File: src/rtl/gpio_pkg.sv
package gpio_pkg;

    localparam int DATA_W       = 8;
    localparam int ADDR_W       = 3;
    localparam int A_PINS       = 4;
    localparam int B_INONLY_PIN = 3;
    localparam int PD_FIELD_W   = 3;
    localparam int PD_A_LSB     = 0;
    localparam int PD_B_LSB     = 4;

    typedef logic [DATA_W-1:0] word_t;

    localparam word_t A_MASK        = word_t'((1 << A_PINS) - 1);
    localparam word_t B_MASK        = '1;
    localparam word_t B_INONLY_MASK = word_t'(1 << B_INONLY_PIN);
    localparam word_t NO_INONLY     = '0;
    localparam word_t PD_FIELD      = word_t'((1 << PD_FIELD_W) - 1);
    localparam word_t PD_MASK       = (PD_FIELD << PD_A_LSB) | (PD_FIELD << PD_B_LSB);

    typedef enum logic [ADDR_W-1:0] {
        REG_A_DATA = 3'd0,
        REG_B_DATA = 3'd1,
        REG_A_DIR  = 3'd2,
        REG_B_DIR  = 3'd3,
        REG_PD_CTL = 3'd4
    } reg_addr_e;

    typedef struct packed {
        word_t latch;
        word_t dir;
    } port_cfg_t;

    typedef struct packed {
        word_t dout;
        word_t oe;
    } pad_drive_t;

    // Pad drive from a port's configuration; unimplemented and input-only pins stay quiet.
    function automatic pad_drive_t drive_of(port_cfg_t c, word_t impl, word_t inonly);
        pad_drive_t d;
        d.oe   = ~c.dir & impl & ~inonly;
        d.dout = c.latch & impl & ~inonly;
        return d;
    endfunction

    // Active-low control field starting at lsb turned into active-high enables on pins 0..
    function automatic word_t pd_lanes(word_t ctl_n, int lsb);
        word_t r;
        r = '0;
        for (int i = 0; i < PD_FIELD_W; i++) begin
            r[i] = ~ctl_n[lsb + i];
        end
        return r;
    endfunction

    // Per-pin read-back: synchronized pad for inputs, latch for outputs.
    function automatic word_t merge_read(port_cfg_t c, word_t pads, word_t impl, word_t inonly);
        word_t from_pad;
        from_pad = c.dir | inonly;
        return ((pads & from_pad) | (c.latch & ~from_pad)) & impl;
    endfunction

endpackage

File: src/rtl/gpio_sync.sv
module gpio_sync #(
    parameter int W      = 8,
    parameter int STAGES = 2
) (
    input  logic         clk,
    input  logic         rst,
    input  logic [W-1:0] d,
    output logic [W-1:0] q
);

    logic [W-1:0] stg [STAGES];

    for (genvar s = 0; s < STAGES; s++) begin : g_stage
        if (s == 0) begin : g_first
            always_ff @(posedge clk) begin
                if (rst) stg[s] <= '0;
                else     stg[s] <= d;
            end
        end else begin : g_next
            always_ff @(posedge clk) begin
                if (rst) stg[s] <= '0;
                else     stg[s] <= stg[s-1];
            end
        end
    end

    assign q = stg[STAGES-1];

endmodule

File: src/rtl/gpio_change_det.sv
module gpio_change_det #(
    parameter int W = 8
) (
    input  logic         clk,
    input  logic         rst,
    input  logic [W-1:0] sampled,
    output logic         pulse
);

    logic [W-1:0] prev;

    always_ff @(posedge clk) begin
        if (rst) prev <= '0;
        else     prev <= sampled;
    end

    assign pulse = |(sampled ^ prev);

endmodule

File: src/rtl/gpio_regs.sv
module gpio_regs
    import gpio_pkg::*;
(
    input  logic              clk,
    input  logic              rst,
    input  logic              we,
    input  logic [ADDR_W-1:0] addr,
    input  word_t             wdata,
    output port_cfg_t         cfg_a,
    output port_cfg_t         cfg_b,
    output word_t             pd_ctl_n
);

    always_ff @(posedge clk) begin
        if (rst) begin
            cfg_a.latch <= '0;
            cfg_a.dir   <= A_MASK;
            cfg_b.latch <= '0;
            cfg_b.dir   <= B_MASK;
            pd_ctl_n    <= PD_MASK;
        end else if (we) begin
            case (addr)
                REG_A_DATA: cfg_a.latch <= wdata & A_MASK;
                REG_B_DATA: cfg_b.latch <= wdata & B_MASK;
                REG_A_DIR:  cfg_a.dir   <= wdata & A_MASK;
                REG_B_DIR:  cfg_b.dir   <= wdata & B_MASK;
                REG_PD_CTL: pd_ctl_n    <= wdata & PD_MASK;
                default: ;
            endcase
        end
    end

endmodule

File: src/rtl/gpio_readmux.sv
module gpio_readmux
    import gpio_pkg::*;
(
    input  logic [ADDR_W-1:0] addr,
    input  port_cfg_t         cfg_a,
    input  port_cfg_t         cfg_b,
    input  word_t             pd_ctl_n,
    input  word_t             sync_a,
    input  word_t             sync_b,
    output word_t             rdata
);

    always_comb begin
        case (addr)
            REG_A_DATA: rdata = merge_read(cfg_a, sync_a, A_MASK, NO_INONLY);
            REG_B_DATA: rdata = merge_read(cfg_b, sync_b, B_MASK, B_INONLY_MASK);
            REG_A_DIR:  rdata = cfg_a.dir;
            REG_B_DIR:  rdata = cfg_b.dir;
            REG_PD_CTL: rdata = pd_ctl_n;
            default:    rdata = '0;
        endcase
    end

endmodule

File: src/rtl/gpio_dual_port.sv
module gpio_dual_port
    import gpio_pkg::*;
#(
    parameter int SYNC_STAGES = 2
) (
    input  logic              clk,
    input  logic              rst,
    input  logic [ADDR_W-1:0] bus_addr,
    input  logic [DATA_W-1:0] bus_wdata,
    input  logic              bus_we,
    output logic [DATA_W-1:0] bus_rdata,
    input  logic [DATA_W-1:0] pad_in_a,
    input  logic [DATA_W-1:0] pad_in_b,
    output logic [DATA_W-1:0] pad_out_a,
    output logic [DATA_W-1:0] pad_oe_a,
    output logic [DATA_W-1:0] pad_out_b,
    output logic [DATA_W-1:0] pad_oe_b,
    output logic [DATA_W-1:0] pad_pd_a,
    output logic [DATA_W-1:0] pad_pd_b,
    output logic              chg_pulse
);

    port_cfg_t  cfg_a, cfg_b;
    word_t      pd_ctl_n;
    word_t      sync_a, sync_b;
    pad_drive_t drv_a, drv_b;

    gpio_regs u_regs (
        .clk      (clk),
        .rst      (rst),
        .we       (bus_we),
        .addr     (bus_addr),
        .wdata    (bus_wdata),
        .cfg_a    (cfg_a),
        .cfg_b    (cfg_b),
        .pd_ctl_n (pd_ctl_n)
    );

    gpio_sync #(.W(DATA_W), .STAGES(SYNC_STAGES)) u_sync_a (
        .clk (clk),
        .rst (rst),
        .d   (pad_in_a),
        .q   (sync_a)
    );

    gpio_sync #(.W(DATA_W), .STAGES(SYNC_STAGES)) u_sync_b (
        .clk (clk),
        .rst (rst),
        .d   (pad_in_b),
        .q   (sync_b)
    );

    gpio_change_det #(.W(DATA_W)) u_chg (
        .clk     (clk),
        .rst     (rst),
        .sampled (sync_b),
        .pulse   (chg_pulse)
    );

    gpio_readmux u_rd (
        .addr     (bus_addr),
        .cfg_a    (cfg_a),
        .cfg_b    (cfg_b),
        .pd_ctl_n (pd_ctl_n),
        .sync_a   (sync_a),
        .sync_b   (sync_b),
        .rdata    (bus_rdata)
    );

    assign drv_a     = drive_of(cfg_a, A_MASK, NO_INONLY);
    assign drv_b     = drive_of(cfg_b, B_MASK, B_INONLY_MASK);
    assign pad_out_a = drv_a.dout;
    assign pad_oe_a  = drv_a.oe;
    assign pad_out_b = drv_b.dout;
    assign pad_oe_b  = drv_b.oe;
    assign pad_pd_a  = pd_lanes(pd_ctl_n, PD_A_LSB);
    assign pad_pd_b  = pd_lanes(pd_ctl_n, PD_B_LSB);

endmodule

File: config.mk
export PLATFORM = sky130hd
export DESIGN_NAME = gpio_dual_port
export DESIGN_NICKNAME = d
export VERILOG_FILES = /design/src/rtl/gpio_pkg.sv /design/src/rtl/gpio_sync.sv /design/src/rtl/gpio_change_det.sv /design/src/rtl/gpio_regs.sv /design/src/rtl/gpio_readmux.sv /design/src/rtl/gpio_dual_port.sv
export SDC_FILE = /design/constraint.sdc
export NUM_CORES = 1
export LEC_CHECK = 0
export ABC_CLOCK_PERIOD_IN_PS = 2100
export CAP_MARGIN = 40
export CORE_MARGIN = 2
export CORE_UTILIZATION = 49
export CTS_CLUSTER_DIAMETER = 120
export CTS_CLUSTER_SIZE = 24
export DETAILED_ROUTE_END_ITERATION = 10
export PLACE_DENSITY = 0.94
export SLEW_MARGIN = 10
export SYNTH_ARGS = -nofsm -noshare
export SYNTH_HDL_FRONTEND = slang
export SYNTH_SLANG_ARGS = --single-unit
File: constraint.sdc
create_clock -name clk -period 2.1 [get_ports clk]
set_input_delay 0.42 -clock clk [delete_from_list [all_inputs] [get_ports clk]]
set_output_delay 0.42 -clock clk [all_outputs]
set_load 0.05 [all_outputs]
==> qor.csv, run 1 <==
stage,metric,value,unit
worst_setup_path,crit-path cells,"or3b_4, a21o_1, a2bb2oi_2, buf_12",
worst_setup_path,cell count of the worst reg-to-reg path,3,
clock_network,Clock Latency Late Sink,0.34,ns
power_and_ir_drop,Peak VDD IR,0.000642,V
grt,vias in the first global route,2129,
sta,final hold slack,0.434,ns
floorplan,Die Footprint,0.00600,mm^2
floorplan,core box area,0.00514,mm^2
sta,Slew @ Worst Pin,0.536,ns
grt,global-route total usage across every layer,23.0,%
place,total placed cells including tap cells,407,
final_layout,diode count,0,
final_layout,Final nets,381,
worst_setup_path,Critical Setup Path Class,flop to primary output,
clock_network,H-Tree Depth,3,
power_and_ir_drop,Pleak,0.00157,uW
sta,Max Freq,0.489,GHz
drt,DR vias/cell,5.06,
drt,DR vias,2155,
sta,Clock Skews,0.00327,ns
grt,total global routing overflow,0,
worst_hold_path,Hold Path Depth,1,
clock_network,CTS Buf Count,9,
logic_synthesis,compound-cell area share of the yosys netlist,12.8,%
place,dpl hpwl,4.55,mm
worst_setup_path,Worst Path Arrival,1.62,ns
drt,Final ANT Viol Nets,0,
sta,Final Cycle Share,97.4,%
floorplan,Starting Density,51.4,%
logic_synthesis,Post-Synth XOR/XNOR Area,2.65,%
floorplan,Row Count,26,
grt,initial antenna violation count,0,
drt,initial DRC count,150,
drt,Post-route DRC,0,
worst_setup_path,reg2reg setup slack,1.23,ns
final_layout,synthesis-to-finish area growth,37.3,%
worst_setup_path,Setup crit start kind,flop,
place,IO buf count,62,
power_and_ir_drop,PD cells,801,mW/mm^2
drt,drt wl/cell,15.3,um
clock_network,clk slew on worst S/H paths,0.07,ns
sta,"Hold Vio Cnt, Final",0,
final_layout,register area,0.00123,mm^2
worst_setup_path,CP required,1.68,ns
run,max cap viols,0,
logic_synthesis,synthesized area per cell,9.34,um^2
floorplan,die width,77.4,um
logic_synthesis,simple-gate area share of the yosys netlist,19.0,%
worst_setup_path,Worst path slowest cell,or3b_4,
logic_synthesis,adder-cell share of the synthesized area,0,%
logic_synthesis,combinational family with the most area after synthesis,simple AND/OR/NAND/NOR gates,
sta,RSZ-0062 raised after global routing,no,
grt,largest net degree at the start of global routing,19,
logic_synthesis,Mapped Area,0.00264,mm^2
worst_setup_path,CP Capture Type,primary output,
clock_network,Root Driver,clkbuf_8,
logic_synthesis,"Seq/Total Area, Yosys",46.2,%
sta,min Tclk post-route,2.04,ns
clock_network,clk buf depth,2,
grt,first-pass GRT wire length,10.4,mm
place,RD Place Congestion,0.829,
logic_synthesis,Synthesis Warnings,0,
final_layout,Layout Cells excl Fill,426,
sta,setup violators final,0,
final_layout,fillcell total,390,
floorplan,number of top-level pins,87,
worst_setup_path,CP max FO,3,
floorplan,Die Ht,77.4,um
clock_network,Sink Count,61,
sta,Final Max Slew Viols,0,
final_layout,Multi-input gate area,0.00116,mm^2
logic_synthesis,Synth cell types,34,
clock_network,TritonCTS clock tree,built,
worst_hold_path,Hold Crit Class,flop to flop,
final_layout,share of cells above drive strength 1,20.2,%
outcome,status,"finished, final reports clean",
logic_synthesis,cells after synthesis,283,
logic_synthesis,post-synthesis register bit count,61,
drt,drt first pass iters,4,
drt,WL final,6.51,mm
logic_synthesis,post-synthesis mux area share,4.17,%
worst_setup_path,Worst path max stage delay,0.38,ns
sta,Rel. slew slack,64.1,%
registers in the layout (all words and copies together), names as in the netlist:
name,count
u_chg.prev,8
u_regs.cfg_a,8
u_regs.cfg_b,15
u_sync_a.stg,8
u_regs.pd_ctl_n,6
u_sync_b.stg,16
cell type report:
class,count,share of cell area [%]
flip-flops and latches,61,33.9
inverters,21,2.17
multi-input cells,173,32.1
clock inverters,5,2.31
well taps,70,2.41
repair buffers,85,23.1
clock buffers,11,3.90
layer usage:
layer  routed length [um]  track usage [%]  vias up  share of wire, %
met1                 2500             24.9     1015                38
met3                  416             7.44       25               6.4
met4                  248             13.4        0               3.8
li1                     -                -     1019                 -
met5                    0                0        -                 0
met2                 3350             39.3       96                51
power breakdown:
part / internal (uW) / leakage [uW] / total (uW) / switching, uW
Sequential: 1200 / 0.000501 / 1220 / 23.5
Combinational: 197 / 0.000967 / 519 / 322
Clock: 702 / 0.000106 / 1160 / 461
Total: 2100 / 0.00157 / 2900 / 806
path summary, 6_finish.rpt:
| kind | startpoint | to |
|---|---|---|
| max | u_regs.cfg_a[10] | bus_rdata[2] |
| min | u_sync_b.stg[0][6] | u_sync_b.stg[1][6] |
| max reg2reg | u_regs.cfg_b[2] | u_regs.cfg_b[2] |
| min reg2reg | u_sync_b.stg[0][6] | u_sync_b.stg[1][6] |
cell usage in the layout (no fill, tap or decap), types with 4 or more instances in the layout:
master            n
nor2_1           15
nor2b_1          32
o211ai_1         15
buf_4            24
or3b_4            5
a211o_1           4
o21ai_0          13
clkbuf_8         10
dfxtp_1          55
dfxtp_2           5
buf_12            6
mux2i_1          11
xor2_1            8
inv_1            21
conb_1           20
nand2_1          15
a21oi_2           4
clkdlybuf4s50_1  50
cell families (layout without fill, tap and decap cells):
group / count (synthesis) / after routing
other: 1 / 20
DFF: 61 / 61
AOI/OAI and AO/OA: 50 / 50
buffers and inverters: 68 / 122
and+or+nand+nor: 84 / 84
muxes: 11 / 11
xor gates and xnor gates: 8 / 8
synthesized netlist by cell type, drive strengths merged:
library cell	number	area, um^2
dfxtp	61	1220
buf	41	297
nor2b	32	200
inv	21	78.8
nor2	16	60.1
nand2	15	56.3
o211ai	15	113
o21ai	13	65.1
mux2i	11	110
xor2	8	70.1
a21oi	6	30.0
clkbuf	6	22.5
or3b	6	52.6
a211o	4	35.0
a21o	3	22.5
a22o	3	26.3
a2bb2oi	3	26.3
nand2b	3	18.8
a31oi	2	12.5
and4bb	2	25.0
nand3	2	10.0
nor4	2	12.5
nor4b	2	32.5
a21boi	1	7.51
and2	1	6.26
and2b	1	7.51
and4b	1	10.0
conb	1	3.75
nor4bb	1	10.0
through the flow:
step                setup TNS, ns  setup WS, ns  utilization, %  area (um^2)  total power, uW
floorplan                 -0.0523       -0.0523               -         2750             1600
global placement            -1.77        -0.318            65.0         3340             1740
detailed placement          -2.01        -0.342            65.0         3340             1750
CTS                             0      0.000901            70.0         3600             2920
global route                    0       0.00194            70.6         3630             3000
finish                          0        0.0552            70.6         3630             2900
repair_timing:
action,in CTS,in global routing
cloned,1,0
pin swaps,5,7
hold endpoints to repair,0,0
setup buffers,1,1
endpoints found under the setup margin,8,3
resized for setup,15,10
hold buffers,0,0
critical path, delay by kind of cell (launching register included):
kind / cells / cell delay, ns
DFF: 1 / 0.36
AOI/OAI and AO/OA: 2 / 0.38
buffers and inverters: 1 / 0.16
and+or+nand+nor: 1 / 0.38
Power figures use the tool's default switching activity.
==> inputs of run 2 (changes only) <==
Settings changed: SETUP_SLACK_MARGIN set to 0.02.
==> qor.csv, run 2 (synthesized netlist as in run 1, its figures left out) <==
stage,metric,value,unit,change
floorplan,core box area,0.00514,mm^2,unchanged
sta,Slew @ Worst Pin,0.536,ns,-0.000789 ns
worst_setup_path,Worst path top cell family by delay,compound AO/OA/AOI/OAI gates,,
worst_setup_path,Worst path slowest cell,or3b_4,,
outcome,status,"finished, final reports clean",,
final_layout,share of cells above drive strength 1,20.5,%,+0.28 points
worst_setup_path,CP Capture Type,primary output,,
worst_hold_path,Hold Crit Class,flop to flop,,
grt,vias in the first global route,2126,,-0.14%
place,dpl hpwl,4.55,mm,unchanged
sta,Rel. slew slack,64.2,%,about the same
final_layout,diode count,0,,unchanged
floorplan,Die Ht,77.4,um,unchanged
grt,total global routing overflow,0,,unchanged
sta,min Tclk post-route,2.05,ns,+0.00730 ns
floorplan,die width,77.4,um,unchanged
power_and_ir_drop,PD cells,800,mW/mm^2,about the same
worst_setup_path,crit-path cells,"or3b_4, a21o_1, a2bb2oi_2, buf_12",,
drt,drt wl/cell,15.3,um,+0.34%
final_layout,synthesis-to-finish area growth,37.2,%,about the same
floorplan,Die Footprint,0.00600,mm^2,unchanged
sta,RSZ-0062 raised after global routing,yes,,
sta,setup violators final,0,,unchanged
place,RD Place Congestion,0.829,,unchanged
sta,Clock Skews,0.00317,ns,-0.000104 ns
sta,"Hold Vio Cnt, Final",0,,unchanged
drt,initial DRC count,150,,unchanged
sta,final setup TNS,0,ns,unchanged
drt,DR vias/cell,5.10,,+0.88%
clock_network,H-Tree Depth,3,,unchanged
clock_network,CTS Buf Count,9,,unchanged
power_and_ir_drop,Pleak,0.00157,uW,about the same
grt,largest net degree at the start of global routing,19,,unchanged
final_layout,"most common cell after layout, fill and taps aside",dfxtp_1,,
clock_network,Sink Count,61,,unchanged
grt,initial antenna violation count,0,,unchanged
drt,Final ANT Viol Nets,0,,unchanged
worst_setup_path,Critical Setup Path Class,flop to primary output,,
final_layout,"commonest cells after routing, fill and taps aside","dfxtp_1 (54), clkdlybuf4s50_1 (50), nor2b_1 (32), buf_4 (24), inv_1 (21)",,
drt,Post-route DRC,0,,unchanged
drt,WL final,6.53,mm,+0.34%
clock_network,TritonCTS clock tree,built,,
power_and_ir_drop,Pwr Total,2900,uW,about the same
sta,Max Freq,0.487,GHz,-0.36%
floorplan,Row Count,26,,unchanged
worst_setup_path,CP required,1.68,ns,about the same
drt,DR vias,2174,,+0.88%
clock_network,Root Driver,clkbuf_8,,
run,max cap viols,0,,unchanged
grt,global-route total usage across every layer,23.1,%,+0.099 points
floorplan,Starting Density,51.4,%,unchanged
worst_setup_path,Setup crit start kind,flop,,
final_layout,Largest register FFs,16,,unchanged
drt,drt first pass iters,5,,+1
sta,Final Max Slew Viols,0,,unchanged
sta,Final Cycle Share,97.7,%,+0.35 points
power_and_ir_drop,Peak VDD IR,0.000663,V,+3.3%
floorplan,number of top-level pins,87,,unchanged
final_layout,Final nets,381,,unchanged
final_layout,Largest Register,u_sync_b.stg,,
worst_setup_path,Worst path max stage delay,0.38,ns,about the same
place,IO buf count,62,,unchanged
worst_setup_path,CP max FO,3,,unchanged
final_layout,Largest regs,"u_sync_b.stg (16), u_regs.cfg_b (15)",,
clock_network,clk slew on worst S/H paths,0.07,ns,about the same
worst_setup_path,Worst Path Arrival,1.63,ns,about the same
grt,first-pass GRT wire length,10.5,mm,+0.66%
clock_network,clk buf depth,2,,unchanged
worst_setup_path,CP Buf/Inv Count,1,,unchanged
clock_network,Clock Latency Late Sink,0.34,ns,about the same
## run 2: changes by cell type in the layout (fill, tap and decap cells not counted)
cell	before	now
or3b_2	0	1
dfxtp_1	55	54
or3b_4	5	4
dfxtp_2	5	6
## run 2: path summary, 6_finish.rpt
kind	start	end	slack, ns	depth (start not counted)
setup / recovery	u_regs.cfg_a[10]	bus_rdata[2]	0.05	4
hold / removal	u_sync_b.stg[0][6]	u_sync_b.stg[1][6]	0.43	1
hold reg to reg	u_sync_b.stg[0][6]	u_sync_b.stg[1][6]	0.43	1
setup reg to reg	u_regs.cfg_b[2]	u_regs.cfg_b[2]	1.23	3
## run 2: final cells by class
cell class	count	area, um^2
inverter	21	78.8
timing repair buffer	85	840
sequential	61	1230
fill	392	1510
clock buffer	11	141
clock inverter	5	83.8
tap	70	87.6
multi-input combinational	173	1160
## run 2: routing by layer
layer,share of wire [%],track usage (%),vias up,routed length [um]
met5,0,0,-,0
met4,3.5,12.5,0,226
met3,6.2,7.44,22,407
met2,51,39.7,92,3350
met1,39,25.2,1037,2540
li1,-,-,1023,-
## run 2: stage by stage
step / hold slack, ns / cells / utilization (%) / setup slack (ns) / area [um^2]
after floorplan: 0.414 / 302 / - / -0.0523 / 2750
after global placement: 0.419 / 407 / 65.0 / -0.318 / 3340
after detailed placement: 0.424 / 407 / 65.0 / -0.342 / 3340
after CTS: 0.440 / 425 / 70.1 / 0.00552 / 3600
after global routing: 0.460 / 426 / 70.5 / 0.00194 / 3630
final: 0.435 / 426 / 70.5 / 0.0479 / 3630
## run 2: power breakdown
group | internal, uW | switching [uW] | leakage (uW)
sequential | 1200 | 23.6 | 0.000502
clock | 702 | 458 | 0.000106
combinational | 197 | 322 | 0.000966
## run 2: what timing repair did
action,CTS,global route
gates cloned,1,0
resized for setup,17,8
buffers inserted,1,1
setup endpoints to repair,8,3
hold buffers,0,0
pin swaps,6,7
